[config.mk]
export PLATFORM = sky130hd
export DESIGN_NAME = cascade_prio_enc
export DESIGN_NICKNAME = d
export VERILOG_FILES = /design/src/rtl/pe_pkg.sv /design/src/rtl/pe_top_term.sv /design/src/rtl/pe_bin_or.sv /design/src/rtl/cascade_prio_enc.sv
export SDC_FILE = /design/constraint.sdc
export NUM_CORES = 1
export LEC_CHECK = 0
export CAP_MARGIN = 20
export CELL_PAD_IN_SITES_DETAIL_PLACEMENT = 0
export CELL_PAD_IN_SITES_GLOBAL_PLACEMENT = 1
export CORE_AREA = 10 10 47 49
export DETAILED_ROUTE_END_ITERATION = 10
export DIE_AREA = 0 0 57 59
export MAX_ROUTING_LAYER = met4
export PLACE_DENSITY = 0.48
export SLEW_MARGIN = 25
export SYNTH_ARGS = -nofsm -noshare
export SYNTH_HDL_FRONTEND = slang
export SYNTH_SLANG_ARGS = --single-unit
[constraint.sdc]
create_clock -name vclk -period 1.45
set_input_delay 0.435 -clock vclk [all_inputs]
set_output_delay 0.435 -clock vclk [all_outputs]
set_load 0.005 [all_outputs]
[src/rtl/pe_pkg.sv]
package pe_pkg;
  // Number of request lines per unit and width of the encoded index
  localparam int unsigned PE_NREQ  = 8;
  localparam int unsigned PE_IDX_W = $clog2(PE_NREQ);
endpackage

[src/rtl/pe_top_term.sv]
// Finds the highest asserted request and marks it with a one-hot term.
module pe_top_term #(
  parameter int unsigned N = pe_pkg::PE_NREQ
) (
  input  logic [N-1:0] act,
  output logic [N-1:0] hot,
  output logic         found
);
  // above[i] is high when any request at index i or higher is active
  logic [N:0] above;
  assign above[N] = 1'b0;

  for (genvar i = 0; i < N; i++) begin : g_term
    assign above[i] = above[i+1] | act[i];
    assign hot[i]   = act[i] & ~above[i+1];
  end

  assign found = above[0];

  always_comb begin
    assert_onehot_R1: assert ($onehot0(hot))
      else $error("more than one winning term");
    assert_found_R1: assert (found == (hot != '0))
      else $error("found flag disagrees with terms");
  end
endmodule

[src/rtl/pe_bin_or.sv]
// Turns the one-hot winner into a binary index by OR-ing the terms per bit.
module pe_bin_or #(
  parameter int unsigned N = pe_pkg::PE_NREQ,
  localparam int unsigned W = $clog2(N)
) (
  input  logic [N-1:0] hot,
  output logic [W-1:0] bin
);
  for (genvar b = 0; b < W; b++) begin : g_bit
    always_comb begin
      bin[b] = 1'b0;
      for (int i = 0; i < N; i++) begin
        if (((i >> b) & 1) == 1) bin[b] = bin[b] | hot[i];
      end
    end
  end

  always_comb begin
    if (hot != '0) begin
      assert_index_R2: assert (hot[bin] == 1'b1)
        else $error("index does not point at the winning term");
    end
  end
endmodule

[src/rtl/cascade_prio_enc.sv]
module cascade_prio_enc (
  input  logic [7:0] req_n,
  input  logic       en_in_n,
  output logic [2:0] idx_n,
  output logic       grp_n,
  output logic       chain_n
);
  localparam int unsigned N = pe_pkg::PE_NREQ;
  localparam int unsigned W = pe_pkg::PE_IDX_W;

  logic [N-1:0] act;
  logic [N-1:0] hot;
  logic         found;
  logic [W-1:0] bin;
  logic         en;

  assign act = ~req_n;
  assign en  = ~en_in_n;

  pe_top_term #(.N(N)) u_term (
    .act   (act),
    .hot   (hot),
    .found (found)
  );

  pe_bin_or #(.N(N)) u_bin (
    .hot (hot),
    .bin (bin)
  );

  // Output gating: a disabled unit holds every output high
  always_comb begin
    idx_n   = en ? ~bin : '1;
    grp_n   = ~(en & found);
    chain_n = ~(en & ~found);
  end

  always_comb begin
    if (en_in_n) begin
      assert_off_R5: assert (idx_n == 3'b111 && grp_n && chain_n)
        else $error("disabled unit drives an asserted output");
    end
    assert_excl_R7: assert (!(!grp_n && !chain_n))
      else $error("group-valid and chain-out both low");
    assert_grp_R3: assert (grp_n == !(!en_in_n && req_n != 8'hFF))
      else $error("group-valid wrong");
    assert_chain_R4: assert (chain_n == !(!en_in_n && req_n == 8'hFF))
      else $error("chain-out wrong");
    if (!grp_n) begin
      assert_prio_R1: assert (((~req_n) >> (~idx_n)) == 8'd1)
        else $error("reported request is not the highest one");
    end
    if (!chain_n) begin
      assert_idle_R6: assert (idx_n == 3'b111)
        else $error("idle index not all ones");
    end
  end
endmodule

==> results.md, run 1 <==
* Status: finished, violations left
* Failing checks: negative setup slack
* Crit share post-route at 104%
* Number of global-route vias before repair at 205
* Final Hold Viols at 0
* Avg WL per Cell at 10.6 um
* Drt drc at 0
* Crit path largest cell delay at 0.34 ns
* Sequential area share after synthesis at 0%
* Vias at 175
* CP Launch Type: input port
* Setup CP Type: in -> out
* Final WL at 509 um
* Worst-margin pin slew at 0.159 ns
* Pre-Repair DR Iteration Count at 2
* Slew headroom at 89.3%
* Die width at 57 um
* Worst endpoint required time at 1.02 ns
* # hold bufs at CTS at 0
* WP data arrival at 1.08 ns
* Core Region at 1400 um2
* Syn Area/Cell at 5.67 um2
* First-pass GRT wire length at 814 um
* Final setup fails at 3
* CP max-delay cell: or3_1
* RePlAce Congestion at 0.733
* DR iter-0 viols at 1
* DP Worst Slack at -0.858 ns
* Die height at 59 um
* CP startpoint: req_n[1]
* FP Rows at 14
* Initial core utilization at 6.07%
* Hold path start: en_in_n
* I/O pin cnt at 14
* Global Route met3 Usage at 0.858%
* Seq. cell area at 0 um2
* Synth unique cells at 11
* Most Crowded Layer GR: met2
* # diodes at 0
* CP Cell Sequence: buf_6 > nand4_1 > or3_1 > buf_2
* Top Family by Delay on Critical Path: simple AND/OR/NAND/NOR gates
* Pleak at 0.118 nW
* Worst setup EP type: output pin
* Vias per inst at 3.65
* Cells after synthesis at 15
* Tmin final at 1.51 ns
* Setup ws final at -0.0604 ns
* Largest net degree at the start of global routing at 7
* Power per cell area at 236 nW/um2
* Post-synth net total at 24
* Clock buffer cells at 0
* RSZ-0062 raised after global routing: true
* Fmax at 0.662 GHz
* Max Fanout on Critical Path at 2
* Yosys warnings at 0
* Synthesized area at 85.1 um2
* Max-cap violations at 0
* GRT Residual Overflow at 0
* Total GRT Usage at 2.84%
* Crit path buffers/inverters at 2
* GRT met1 Usage at 2.01%
* Die area at 3360 um2
* Final ANT Viol Nets at 0
* Initial antenna violation count at 0
* Share of cells above drive strength 1 at 62.5%
* Seq Cell Count at 0
* Final max-slew violation count at 0
* Final #Nets at 43
* Post-layout util at 18.6%
* Met2 GRT Util at 6.67%
* Port Buffer Count at 14
* VDD IR-drop max at 0.0275 mV
* HP Class: in -> out
* Area growth, synth to finish at 206%
[tightest hold or removal path, cell delays in order]
cell	delay (ns)
buf_2	0.13
or2b_1	0.10
buf_2	0.10
[metal layers]
metal / wire [um] / up-vias
li1: - / 91
met1: 143 / 78
met2: 310 / 6
met3: 55 / 0
met4: 0 / 0
met5: 0 / -
[power by group]
part / switching, mW / internal, mW
sequential: 0 / 0
clock: 0 / 0
combinational: 0.0213 / 0.0403
[layout by cell type, fill, tap and decap left out]
cell,synthesis,final
a31o_2,1,1
nand2_1,2,2
o21bai_1,1,1
inv_1,1,1
or3_1,1,1
buf_8,0,1
or2b_1,2,2
nand3_2,0,1
nor2_1,1,1
nand4_1,2,2
a21oi_2,0,1
buf_4,0,3
a21oi_1,2,1
buf_6,0,7
o21ai_0,1,1
buf_2,0,6
[cell families after synthesis]
| logic type | share of synthesized area [%] |
|---|---|
| and+or+nand+nor | 58.8 |
| AOI/OAI and AO/OA | 36.8 |
| buffers and inverters | 4.41 |
[cell type report]
type,instances,area (um2)
Fill cell,172,1140
Inverter,1,3.75
Multi-Input combinational cell,14,90.1
Tap cell,16,20.0
Timing Repair Buffer,17,146
[metrics by stage]
stage	hold slack (ns)	setup TNS (ns)	power [mW]	area, um2	cells
floorplan	0.952	0	0.0137	85.1	15
global placement	1.87	-3.81	0.0640	260	47
detailed placement	1.86	-3.87	0.0648	260	47
CTS	1.21	-0.183	0.0608	251	48
global route	1.22	-0.310	0.0674	260	48
finish	1.20	-0.163	0.0615	260	48
[path summary, 6_finish.rpt]
| path | slack [ns] | cells past startpoint | to |
|---|---|---|---|
| setup / recovery | -0.06 | 4 | chain_n |
| hold / removal | 1.20 | 3 | idx_n[2] |
[cells in the mapped netlist]
master | instances | area share [%]
o21bai_1 | 1 | 8.8
a21oi_1 | 2 | 12
nand3_1 | 1 | 5.9
or3_1 | 1 | 7.4
or2b_1 | 2 | 18
a31o_2 | 1 | 10
nand2_1 | 2 | 8.8
nand4_1 | 2 | 15
o21ai_0 | 1 | 5.9
inv_1 | 1 | 4.4
nor2_1 | 1 | 4.4
[repair_timing]
action	CTS	global route
endpoints found under the hold margin	0	0
setup endpoints to repair	5	5
resized for setup	64	2
setup buffers	1	0
pin swaps	7	2
Power figures use the tool's default switching activity.
==> run 2: changes to the inputs <==
clock period = 1.8 ns   (was 1.45 ns; I/O delays follow)
==> run 2 against run 1 <==
The run now ends clean. Routed wire length grew 3.3%. Cell count grew 2.1%. Critical path depth is the same. Combinational power shrank 26%. Worst setup slack gained 0.075 ns. Critical path type unchanged. Highest routed layer unchanged.
==> results.md, run 2 (synthesis results as in run 1) <==
* Worst endpoint required time at 1.26 ns
* Fill count at 173
* I/O pin cnt at 14
* Setup ws final at 0.0151 ns
* Total GRT Usage at 2.84%
* Seq. cell area at 0 um2
* Power per cell area at 189 nW/um2
* Setup CP Type: in -> out
* Final max-slew violation count at 0
* Initial antenna violation count at 0
* Sequential share of power at 0%
* # diodes at 0
* FP Rows at 14
* Pleak at 0.116 nW
* Design Power at 45.8 uW
* Pre-Repair DR Iteration Count at 1
* Hpwl dp at 460 um
* Clock buffer cells at 0
* DR iter-0 viols at 0
* Sw Ratio at 35.7%
* # hold bufs at CTS at 0
* HP Class: in -> out
* Clock power frac at 0%
* GRT Residual Overflow at 0
* Die height at 59 um
* WP data arrival at 1.24 ns
* Vias at 174
* Final ANT Viol Nets at 0
* Part of the power in combinational logic at 100.0%
* Area growth, synth to finish at 185%
* Port Buffer Count at 14
* Crit path buffers/inverters at 2
* Seq Cell Count at 0
* Placed instance area at 268 um2
* Final setup fails at 0
* CP max-delay cell: or3_1
* RePlAce Congestion at 0.695
* RSZ-0062 raised after global routing: true
* CP Cell Sequence: buf_8 > nand4_1 > or3_1 > buf_2
* Tmin final at 1.78 ns
* Vias per inst at 3.55
* Die width at 57 um
* Status: finished clean
* Number of global-route vias before repair at 185
* Share of cells above drive strength 1 at 51.5%
* Crit share post-route at 99.2%
* DP Worst Slack at -0.769 ns
* Final WL at 526 um
* First-pass GRT wire length at 814 um
* Fmax at 0.560 GHz
* Max-cap violations at 0
* Top Family by Delay on Critical Path: simple AND/OR/NAND/NOR gates
* Final #Nets at 44
* Largest net degree at the start of global routing at 7
* VDD IR-drop max at 0.0218 mV
* Most frequent cells in the layout: 8 x buf_2, 4 x buf_4, 3 x buf_6
* Most common cell after layout, fill and taps aside: buf_2
* Max Fanout on Critical Path at 3
* Initial core utilization at 6.07%
* Post-route cell area at 243 um2
* Cells on Worst Hold Path at 3
* Drt drc at 0
* Core Region at 1400 um2
* Avg WL per Cell at 10.7 um
* P_int at 29.4 uW
* WP depth at 4
* CP Launch Type: input port
* Worst-margin pin slew at 0.152 ns
* Crit path largest cell delay at 0.36 ns
* Worst setup EP type: output pin
* Final Hold Viols at 0
* Slew headroom at 89.8%
* Die area at 3360 um2
* Sw Pwr at 16.4 uW
-- run 2: worst min-delay path: stages --
cell and delay, ns:
buf_2 0.13, a31o_2 0.10, buf_2 0.10
-- run 2: layout make-up --
type	instances	area, um2	share of cell area [%]
repair buffers	18	138	56.7
multi-input cells	14	81.3	33.5
well taps	16	20.0	8.25
inverters	1	3.75	1.55
-- run 2: what timing repair did --
| action | in CTS | in global routing |
|---|---|---|
| pin swaps | 4 | 2 |
| setup buffers | 0 | 1 |
| resized for setup | 49 | 5 |
| endpoints found under the setup margin | 5 | 2 |
-- run 2: worst paths after layout --
kind | start | endpoint
max | req_n[5] | chain_n
min | en_in_n | idx_n[1]
-- run 2: metrics by stage --
stage / hold slack [ns] / TNS, ns / utilization, % / cells
2_1_floorplan: 1.16 / 0 / - / 15
3_3_place_gp: 2.07 / -3.15 / 19.1 / 48
3_5_place_dp: 2.07 / -3.30 / 19.1 / 48
4_1_cts: 1.42 / 0 / 14.7 / 48
5_1_grt: 1.44 / -0.0412 / 17.3 / 49
6_report: 1.41 / 0 / 17.3 / 49
-- run 2: power groups by stage --
stage / combinational, mW / clock [mW] / sequential (mW)
2_1_floorplan: 0.0110 / 0 / 0
3_3_place_gp: 0.0529 / 0 / 0
3_5_place_dp: 0.0539 / 0 / 0
4_1_cts: 0.0391 / 0 / 0
5_1_grt: 0.0505 / 0 / 0
6_report: 0.0458 / 0 / 0
-- run 2: per-layer routing --
metal / part of all wire (%) / global-route usage, % / up-vias
li1: - / - / 92
met1: 32 / 2.25 / 76
met2: 60 / 6.51 / 6
met3: 7.6 / 0.644 / 0
met4: 0 / 0 / 0
met5: 0 / - / -
==> run 3: changes to the inputs <==
SLEW_MARGIN = 15   (was 25)
==> results of run 3 <==
Final layout, timing and power as in run 2 (identical DEF).
